$ cat src/rtl/scs_pkg.sv
package scs_pkg;
  typedef enum logic [1:0] {ST_IDLE, ST_ACT, ST_ON, ST_DEACT} seq_st_e;

  // milestones in half-units of T, counted from acceptance (t0)
  localparam int unsigned H_VCC     = 1;   // supply on, t1 = t0 + 0.5T
  localparam int unsigned H_RAMP    = 4;   // supply ramp done, t1 + 1.5T
  localparam int unsigned H_IO      = 9;   // t1 + 4T
  localparam int unsigned H_RST     = 15;  // t1 + 7T
  // power-down milestones in half-units, counted from the command rising
  localparam int unsigned H_CLK_OFF = 1;
  localparam int unsigned H_IO_OFF  = 2;
  localparam int unsigned H_VCC_OFF = 3;
  localparam int unsigned H_DONE    = 5;
endpackage

$ cat src/rtl/scs_tick_timer.sv
module scs_tick_timer #(
  parameter int unsigned LIMIT = 16
) (
  input  logic clk_i,
  input  logic rst_ni,
  input  logic tick_i,
  input  logic restart_i,
  output logic done_o
);
  localparam int unsigned W = $clog2(LIMIT + 1);

  logic [W-1:0] cnt_q;

  assign done_o = (cnt_q == W'(LIMIT));

  always_ff @(posedge clk_i or negedge rst_ni) begin
    if (!rst_ni)               cnt_q <= '0;
    else if (restart_i)        cnt_q <= '0;
    else if (tick_i && !done_o) cnt_q <= cnt_q + 1'b1;
  end

  p_cnt_bound_r10: assert property (@(posedge clk_i) disable iff (!rst_ni)
    cnt_q <= W'(LIMIT));
  p_restart_clears_r2: assert property (@(posedge clk_i) disable iff (!rst_ni)
    restart_i |=> !done_o);
endmodule

$ cat src/rtl/scs_seq.sv
module scs_seq
  import scs_pkg::*;
#(
  parameter int unsigned TICKS_PER_T = 64
) (
  input  logic clk_i,
  input  logic rst_ni,
  input  logic tick_i,
  input  logic cmd_n_i,
  input  logic rst_req_i,
  input  logic card_present_i,
  input  logic oc_fault_i,
  input  logic ot_fault_i,
  input  logic uv_fault_i,
  input  logic por_done_i,
  input  logic pres_db_i,
  output logic vcc_en_o,
  output logic io_en_o,
  output logic clk_en_o,
  output logic card_rst_o,
  output logic fast_osc_o,
  output logic fault_o
);
  localparam int unsigned HALF = TICKS_PER_T / 2;
  localparam int unsigned TW   = (HALF > 1) ? $clog2(HALF) : 1;
  localparam int unsigned HW   = $clog2(H_RST + 1);

  seq_st_e       st_q;
  logic [TW-1:0] tcnt_q;
  logic [HW-1:0] h_q;
  logic vcc_q, io_q, clk_q, rst_en_q, osc_q, fault_q, armed_q, alt_q;

  logic in_sess, fault_hit, half_wrap;
  assign in_sess   = (st_q == ST_ACT) || (st_q == ST_ON);
  assign fault_hit = in_sess && (oc_fault_i || ot_fault_i || uv_fault_i || !card_present_i);
  assign half_wrap = tick_i && (tcnt_q == TW'(HALF - 1));

  always_ff @(posedge clk_i or negedge rst_ni) begin
    if (!rst_ni) begin
      st_q <= ST_IDLE; tcnt_q <= '0; h_q <= '0;
      vcc_q <= 1'b0; io_q <= 1'b0; clk_q <= 1'b0; rst_en_q <= 1'b0;
      osc_q <= 1'b0; fault_q <= 1'b0; armed_q <= 1'b0; alt_q <= 1'b0;
    end else begin
      if (cmd_n_i) armed_q <= 1'b1;
      case (st_q)
        ST_IDLE: begin
          if (cmd_n_i) fault_q <= 1'b0;
          if (!cmd_n_i && armed_q && por_done_i && pres_db_i) begin
            st_q <= ST_ACT; tcnt_q <= '0; h_q <= '0;
            osc_q <= 1'b1; armed_q <= 1'b0; alt_q <= rst_req_i;
          end
        end
        ST_ACT, ST_ON: begin
          if (fault_hit || cmd_n_i) begin
            st_q <= ST_DEACT; tcnt_q <= '0; h_q <= '0; rst_en_q <= 1'b0;
            if (fault_hit) fault_q <= 1'b1;
          end else if (st_q == ST_ACT) begin
            if (h_q >= HW'(H_VCC)) vcc_q <= 1'b1;
            if (h_q >= HW'(H_IO)) begin
              io_q <= 1'b1;
              if (!alt_q || !rst_req_i) clk_q <= 1'b1;
            end
            if (half_wrap) begin
              tcnt_q <= '0;
              if (h_q == HW'(H_RST - 1)) begin
                st_q <= ST_ON; rst_en_q <= 1'b1;
                vcc_q <= 1'b1; io_q <= 1'b1; clk_q <= 1'b1;
              end else h_q <= h_q + 1'b1;
            end else if (tick_i) tcnt_q <= tcnt_q + 1'b1;
          end
        end
        ST_DEACT: begin
          if (h_q >= HW'(H_CLK_OFF)) clk_q <= 1'b0;
          if (h_q >= HW'(H_IO_OFF))  io_q  <= 1'b0;
          if (h_q >= HW'(H_VCC_OFF)) vcc_q <= 1'b0;
          if (half_wrap) begin
            tcnt_q <= '0;
            if (h_q == HW'(H_DONE - 1)) begin
              st_q <= ST_IDLE; osc_q <= 1'b0;
            end else h_q <= h_q + 1'b1;
          end else if (tick_i) tcnt_q <= tcnt_q + 1'b1;
        end
        default: st_q <= ST_IDLE;
      endcase
    end
  end

  assign vcc_en_o   = vcc_q;
  assign io_en_o    = io_q;
  assign clk_en_o   = clk_q;
  assign card_rst_o = rst_en_q & rst_req_i;
  assign fast_osc_o = osc_q;
  assign fault_o    = fault_q;

  p_io_needs_vcc_r3: assert property (@(posedge clk_i) disable iff (!rst_ni)
    io_en_o |-> vcc_en_o);
  p_vcc_needs_osc_r3: assert property (@(posedge clk_i) disable iff (!rst_ni)
    vcc_en_o |-> fast_osc_o);
  p_rst_after_clk_r6: assert property (@(posedge clk_i) disable iff (!rst_ni)
    card_rst_o |-> (io_en_o && clk_en_o));
  p_cmd_drops_rst_r7: assert property (@(posedge clk_i) disable iff (!rst_ni)
    (in_sess && cmd_n_i) |=> !card_rst_o);
  p_fault_deact_r8: assert property (@(posedge clk_i) disable iff (!rst_ni)
    fault_hit |=> (st_q == ST_DEACT) && fault_o);
  p_por_hold_r2: assert property (@(posedge clk_i) disable iff (!rst_ni)
    ((st_q == ST_IDLE) && !por_done_i) |=> (st_q == ST_IDLE));
  p_rearm_r12: assert property (@(posedge clk_i) disable iff (!rst_ni)
    ((st_q == ST_IDLE) && !armed_q) |=> (st_q == ST_IDLE));
endmodule

$ cat src/rtl/scs_session_top.sv
module scs_session_top #(
  parameter int unsigned TICKS_PER_T = 64,
  parameter int unsigned POR_TICKS   = 563,
  parameter int unsigned DEB_TICKS   = 20480
) (
  input  logic clk_i,
  input  logic rst_ni,
  input  logic tick_i,
  input  logic cmd_n_i,
  input  logic rst_req_i,
  input  logic card_present_i,
  input  logic oc_fault_i,
  input  logic ot_fault_i,
  input  logic uv_fault_i,
  output logic vcc_en_o,
  output logic io_en_o,
  output logic clk_en_o,
  output logic card_rst_o,
  output logic fast_osc_o,
  output logic status_n_o
);
  logic por_done, pres_db, fault;

  scs_tick_timer #(.LIMIT(POR_TICKS)) u_por (
    .clk_i, .rst_ni, .tick_i, .restart_i(uv_fault_i), .done_o(por_done));

  scs_tick_timer #(.LIMIT(DEB_TICKS)) u_deb (
    .clk_i, .rst_ni, .tick_i, .restart_i(!card_present_i), .done_o(pres_db));

  scs_seq #(.TICKS_PER_T(TICKS_PER_T)) u_seq (
    .clk_i, .rst_ni, .tick_i, .cmd_n_i, .rst_req_i, .card_present_i,
    .oc_fault_i, .ot_fault_i, .uv_fault_i,
    .por_done_i(por_done), .pres_db_i(pres_db),
    .vcc_en_o, .io_en_o, .clk_en_o, .card_rst_o, .fast_osc_o,
    .fault_o(fault));

  assign status_n_o = pres_db && !fault;

  p_status_low_on_removal_r9: assert property (@(posedge clk_i) disable iff (!rst_ni)
    !card_present_i |=> !status_n_o);
endmodule

$ cat config.mk
export PLATFORM = sky130hd
export DESIGN_NAME = scs_session_top
export DESIGN_NICKNAME = d
export VERILOG_FILES = /design/src/rtl/scs_pkg.sv /design/src/rtl/scs_tick_timer.sv /design/src/rtl/scs_seq.sv /design/src/rtl/scs_session_top.sv
export SDC_FILE = /design/constraint.sdc
export NUM_CORES = 1
export LEC_CHECK = 0
export BUFFER_PORTS_ARGS = -buffer_cell sky130_fd_sc_hd__buf_4
export CORE_MARGIN = 3
export CORE_UTILIZATION = 60
export DETAILED_ROUTE_END_ITERATION = 8
export HOLD_SLACK_MARGIN = 0.08
export PLACE_DENSITY = 0.88
export SLEW_MARGIN = 40
export SYNTH_ARGS = -nofsm -noshare
export SYNTH_HDL_FRONTEND = slang
export SYNTH_SLANG_ARGS = --single-unit
$ cat constraint.sdc
create_clock -name clk_i -period 2.3 [get_ports clk_i]
set_input_delay 0.23 -clock clk_i [delete_from_list [all_inputs] [get_ports clk_i]]
set_output_delay 0.23 -clock clk_i [all_outputs]
set_load 0.05 [all_outputs]
# --- After elaboration in Yosys (flattened, before gate mapping) ---
# Index checks and enable logic that the tools add are counted.
op_classes:
  n_mux: 63
  eq_ne: 25
  reduce_logical: 40
  n_bitwise: 1
  magnitude_cmp: 4
  addsub: 4
op_table:
  columns: ["cell", "n"]
  rows:
  - ["$mux 1", 32]
  - ["$mux 15", 2]
  - ["$mux 4", 7]
  - ["$mux 5", 5]
  - ["$reduce_and 4->1", 6]
  - ["$mux 10", 2]
  - ["$ne 2x1->1 const B", 10]
  - ["$add 15x1->15 const B", 1]
  - ["$eq 15x15->1 const B", 1]
  - ["$pmux 5 s3", 1]
  - ["$mux 2", 7]
  - ["$reduce_bool 2->1", 7]
  - ["$pmux 4 s3", 1]
  - ["$reduce_and 6->1", 2]
  - ["$add 10x1->10 const B", 1]
  - ["$eq 10x10->1 const B", 1]
  - ["$pmux 1 s2", 5]
  - ["$ne 3x1->1 const B", 3]
  - ["$ge 4x2->1 const B", 2]
  - ["$logic_and 1x1->1", 8]
  - ["$logic_not 1->1", 7]
  - ["$logic_or 1x1->1", 6]
  - ["$ne 2x2->1 const B", 3]
  - ["$pmux 2 s3", 1]
  - ["14 further kinds", 16]
totals:
  in_bits: 9
  register_bits: 44
  elab_cells: 150
  out_inout_bits: 6

# --- Logic depth before layout (Yosys ltp) ---
logic_depth:
  word_depth: 9
  mapped_depth: 8

# --- By module ---
# Synthesis repeated with hierarchy kept, for this count alone.
unflattened:
  hier_cells: 292
  area_unflattened_um2: 2767.7
by_module_without_submodules:
  columns: ["module", "area_each_um2", "instances", "seq_area_each_um2", "cells_each"]
  rows:
  - ["scs_seq", 1336.3, 1, 475.5, 141]
  - ["scs_tick_timer (u_deb)", 819.5, 1, 375.4, 88]
  - ["scs_tick_timer (u_por)", 594.3, 1, 250.2, 61]
  - ["scs_session_top", 17.5, 1, 0.0, 2]

# --- Worst setup path after synthesis ---
# Ideal clock, no wire load.
synth_path:
  kind: "reg-to-reg"
  start: "register u_deb.cnt_q[0]"
  end: "register u_seq.st_q[1]"
  setup_ns: 0.128
  stages_incl_launch_ff: 8
  arrival_time_ns: 1.948
  slack_ns: 0.224
  period_less_slack_ns: 2.076
  required_time_ns: 2.172
  path_cell_list: "dfrtp_1 -> inv_1 -> ha_1 -> nor4b_4 -> nand4_2 -> o41ai_4 -> o211ai_2 -> mux2_1"
synth_via:
  elab_chain_cells: 4
synth_rtl:
  columns: ["element", "line_no", "source"]
  rows:
  - ["from (decl)", "scs_tick_timer.sv:12", "logic [W-1:0] cnt_q;"]
  - ["from (signal assigned)", "scs_tick_timer.sv:19", "else if (tick_i && !done_o) cnt_q <= cnt_q + 1'b1;"]
  - ["$eq 15x15->1", "scs_tick_timer.sv:14", "assign done_o = (cnt_q == W'(LIMIT));"]
  - ["$logic_and 1x1->1", "scs_seq.sv:48", "if (!cmd_n_i && armed_q && por_done_i && pres_db_i) begin"]
  - ["$ne 2x1->1 (no source line)", null, null]
  - ["$reduce_and 6->1 (no source line)", null, null]
  - ["to (signal assigned)", "scs_seq.sv:49", "st_q <= ST_ACT; tcnt_q <= '0; h_q <= '0;"]
  - ["to (signal assigned)", "scs_seq.sv:55", "st_q <= ST_DEACT; tcnt_q <= '0; h_q <= '0; rst_en_q <= 1'b0;"]
  - ["to (signal assigned)", "scs_seq.sv:66", "st_q <= ST_ON; rst_en_q <= 1'b1;"]
  - ["to (decl)", "scs_seq.sv:28", "seq_st_e st_q;"]
# No other way between the ends.
# A chain may end at the register's enable or synchronous reset.

# --- Worst setup path after layout ---
layout_path:
  start: "register u_por.cnt_q[3]"
  end: "register u_seq.st_q[1]"
layout_via:
  elab_chain_cells: 5
layout_rtl:
  columns: ["element", "line_no"]
  rows:
  - ["from (decl)", "scs_tick_timer.sv:12"]
  - ["from (signal assigned)", "scs_tick_timer.sv:19"]
  - ["$eq 10x10->1", "scs_tick_timer.sv:14"]
  - ["$logic_and 1x1->1 (2 in series)", "scs_seq.sv:48"]
  - ["$ne 2x1->1 (no source line)", null]
  - ["$reduce_and 6->1 (no source line)", null]
# No other way between the ends.

==> results.md <==
- The run finished with clean final reports.
- The number of top-level pins is 15.
- The post-synth net total is roughly 280.
- The share of the Yosys chip area taken by registers is 0.433.
- The height of the die is between 70 and 80 microns.
- The share of synthesized area in the top cell type comes to 0.433.
- The number of enable flip-flop cells after synthesis is 0.
- The count of input and output buffers is 14.
- For this run, design rule violations remaining after detail routing come to 0.
- Compared with the post-synthesis result, the final layout area differs by 12.1%.
- The master cell of the clock root buffer is clkbuf_8.
- After filler insertion, the fill cell instance count of the layout stands at about 280.
- The total placed cells including tap cells is around 320.
- Once detail routing completed, the nets flagged for antenna violations numbered 0.
- The number of core rows is 23.
- For this run, the detailed router's first-pass iteration total came to 4.
- For this run the aggregate overflow at the end of global routing stands at 0.
- The source-to-sink clock delay at the later pin of the worst-skew pair is around 0.31 ns.
- The area of the die is 5050 sq um.
- The worst setup slack for register-to-register paths is 0.10 ns.
- For this run, global-route usage on met2 was measured as 0.346.
- After detailed routing, the number of vias per cell comes to a little under 6.
- The repair_antennas step left the layout with diodes totalling 0.
- Setup repair after global routing left no endpoint under its margin.
- The horizontal extent of the die is about 70 microns.
- The effective utilization at floorplan is 0.626.
- The worst path needs between 2 and 2.5 ns of the cycle, external delays included.
- Counting distinct cell types in the post-synthesis netlist gives between 40 and 50.
- The path category of the worst min-delay check is input pin to flip-flop.
- The power per unit of standard cell area is 523 nW/um^2.
- For this run, the leading register cell type out of synthesis is dfrtp_1.
- During synthesis, Yosys emitted a total of 0 warnings.
- The global routing met3 resource utilization is 0.0440.
- Once the clock tree was built, the setup fixing pass inserted 0 buffers.
- Of the cells placed in the final design, the portion with a size suffix greater than 1 is 0.155.
- The weighted congestion at the end of routability-driven global placement is roughly 0.85.
- Entering global routing, the biggest net connects 45 pins.
- In this run the worst path has a maximum fanout of 5.
- Summing internal, switching and leakage power gives ~0.0015 W.
- Summed over all failing endpoints, the final setup total negative slack is 0 ns.
- Ranked by total cell area, the synthesized netlist is headed by dfrtp_1 (43%), ha_1 (6.4%), xnor2_1 (5.2%).
- Synthesis inferred 44 register bits.
- The fraction of registers with async set/reset is 1.00.
- The wire length of the first global-routing pass is 8850 microns.
- The maximum root-to-sink buffer count is 2.
- The met1 usage in global routing is 0.296.
- After the first detailed-routing iteration, the DRC count stood at between 150 and 200.
- The count of endpoints failing setup in the final report is 0.
- The largest total area in the synthesized netlist belongs to dfrtp_1.
- Across every metal layer, demand over resource in global routing totals 0.220.
- Summed over all nets, the half-perimeter wirelength after detailed placement is approximately 3700 microns.
- The detailed-route via count is 1939.
- On the final layout, the worst clock skew is 0.00479 ns.
- The sink count of the clock tree is 44.
- The register clock-pin slew on the reported worst setup and hold paths is roughly 0.09 ns.
- The average instance in the mapped netlist occupies around 9.9 sq um.
- Based on the critical path, the design can be clocked at up to between 400 and 500 MHz.
- The number of hold violations in the final report is 0.
- The routed wirelength normalized by instance count is 16.0 microns.
- The TritonCTS clock tree is done.
- The leakage dissipation is around 1.3 nW.
- The final layout contains between 200 and 300 nets.
- VDD sags by at most around 0.00034 V.
- In the synthesized netlist, the cells that appear most often are dfrtp_1 (44), nor2_1 (22), nand2_1 (20), and2_1 (16), xnor2_1 (15).
- The count of final max-slew check failures is 0.
- The via count of the first global-routing pass is slightly below 2000.
- The CTS H-tree depth is 2.
- The number of clock buffers added by TritonCTS is 5.
- For the worst setup path, the data required time is approximately 2.5 ns.
- The placeable core region is 4060 sq um.
- The post-layout instance count excluding filler cells is around 330.
- The tool flagged a number of max-cap violations equal to 0.
- STA puts the critical path data arrival time at roughly 2.4 ns.
- The initial antenna violation count came to 0.
- The element type at the critical path start is a flip-flop.
- The worst hold path passes through 2 cells.
- The mapped netlist covers about 2500 sq um.
- The final layout contains routed wiring with a total length of approximately 5200 microns.
- Measured in cells, the most critical reg-to-reg path has a length of 5.
- For the pin with the worst max-slew slack, the measured transition is ~0.58 ns.
- The busiest metal layer after global routing is met2.
- The synthesized instance count is 257.
- STA classifies the critical path endpoint as a flip-flop.
- Dividing the final minimum period by the clock period gives 0.956.
- The type of the worst setup path is flip-flop to flip-flop.
- Headroom to the max-slew limit came out at 0.612.
- By instance count, the leading cell after synthesis is dfrtp_1.
## timing repair
action	4_1_cts	5_1_grt
hold buffers	1	0
setup endpoints to repair	0	9
resized for setup	0	2
hold endpoints to repair	44	0
## power by group
part / leakage [nW] / internal [W] / switching, W
Sequential: 0.596 / 0.000780 / 0.00000554
Clock: 0.0583 / 0.000327 / 0.000292
Combinational: 0.633 / 0.0000338 / 0.0000529
Total: 1.29 / 0.00114 / 0.000351
## final timing paths
kind / start / endpoint
setup / recovery: u_por.cnt_q[3] / u_seq.st_q[1]
hold / removal: uv_fault_i / u_por.cnt_q[0]
setup reg to reg: u_por.cnt_q[3] / u_seq.st_q[1]
hold reg to reg: u_seq.armed_q / u_seq.armed_q
max in group asynchronous: rst_ni / u_deb.cnt_q[8]
min in group asynchronous: rst_ni / u_seq.io_en_o
## per-layer routing
metal	wire, microns	vias to the layer above
li1	-	945
met1	2390	937
met2	2540	46
met3	207	11
met4	107	0
met5	0	-
## state kept, by name (all words and copies together) (netlist names)
signal / flops
u_deb.cnt_q: 15
u_por.cnt_q: 10
u_seq.tcnt_q: 5
u_seq.h_q: 4
u_seq.st_q: 2
u_seq.alt_q: 1
u_seq.armed_q: 1
u_seq.clk_en_o: 1
u_seq.fast_osc_o: 1
u_seq.fault_o: 1
u_seq.io_en_o: 1
u_seq.rst_en_q: 1
u_seq.vcc_en_o: 1
## final cells by class
type | instances | area (sq um) | area share
Multi-Input combinational cell | 196 | 1390 | 0.487
Sequential cell | 44 | 1100 | 0.386
Timing Repair Buffer | 19 | 145 | 0.0509
Clock buffer | 5 | 68.8 | 0.0242
Tap cell | 50 | 62.6 | 0.0220
Clock inverter | 3 | 47.5 | 0.0167
Inverter | 10 | 37.5 | 0.0132
## logic make-up (layout without fill, tap and decap cells)
kind of cell,Yosys count,count (layout),share of synthesized area
and+or+nand+nor,111,111,0.247
DFF,44,44,0.433
AOI/OAI and AO/OA,43,43,0.125
xor gates and xnor gates,22,22,0.0758
buffers and inverters,17,37,0.0251
adders and majority gates,13,13,0.0640
muxes,7,7,0.0295
## per-stage QoR
step / hold slack, ns / utilization / worst slack, ns / cell area, sq um
6_report: 0.161 / 0.702 / 0.101 / 2850
5_1_grt: 0.174 / 0.702 / 0.00781 / 2850
4_1_cts: 0.154 / 0.700 / 0.0372 / 2840
3_5_place_dp: 0.254 / 0.669 / 0.0567 / 2710
3_3_place_gp: 0.256 / 0.669 / 0.175 / 2710
2_1_floorplan: -0.0656 / - / 0.224 / 2540
## worst max-delay path, cell delays in order (launching register included)
cell      delay, ns
dfrtp_1        0.43
nor4_2         0.40
nand2_1        0.24
o41ai_4        0.49
o211ai_2       0.17
mux2_1         0.35
## cells in the final DEF (no fill, tap or decap), types with 2 or more instances in the layout
master and count:
a21oi_1 10, a22o_1 5, a2bb2oi_1 2, a31oi_1 2, a41oi_1 3, and2_1 16
and3_1 6, buf_4 18, clkbuf_8 5, clkinv_4 2, dfrtp_1 44, ha_1 13
inv_1 10, mux2_2 3, mux2i_1 2, nand2_1 20, nand2b_1 2, nand3_1 14
nand4_1 8, nor2_1 22, nor2b_1 4, nor3_1 4, nor4_2 3, nor4b_2 2
o211ai_2 2, o21ai_0 9, or2_2 3, xnor2_1 15, xor2_1 7
Power figures use the tool's default switching activity.
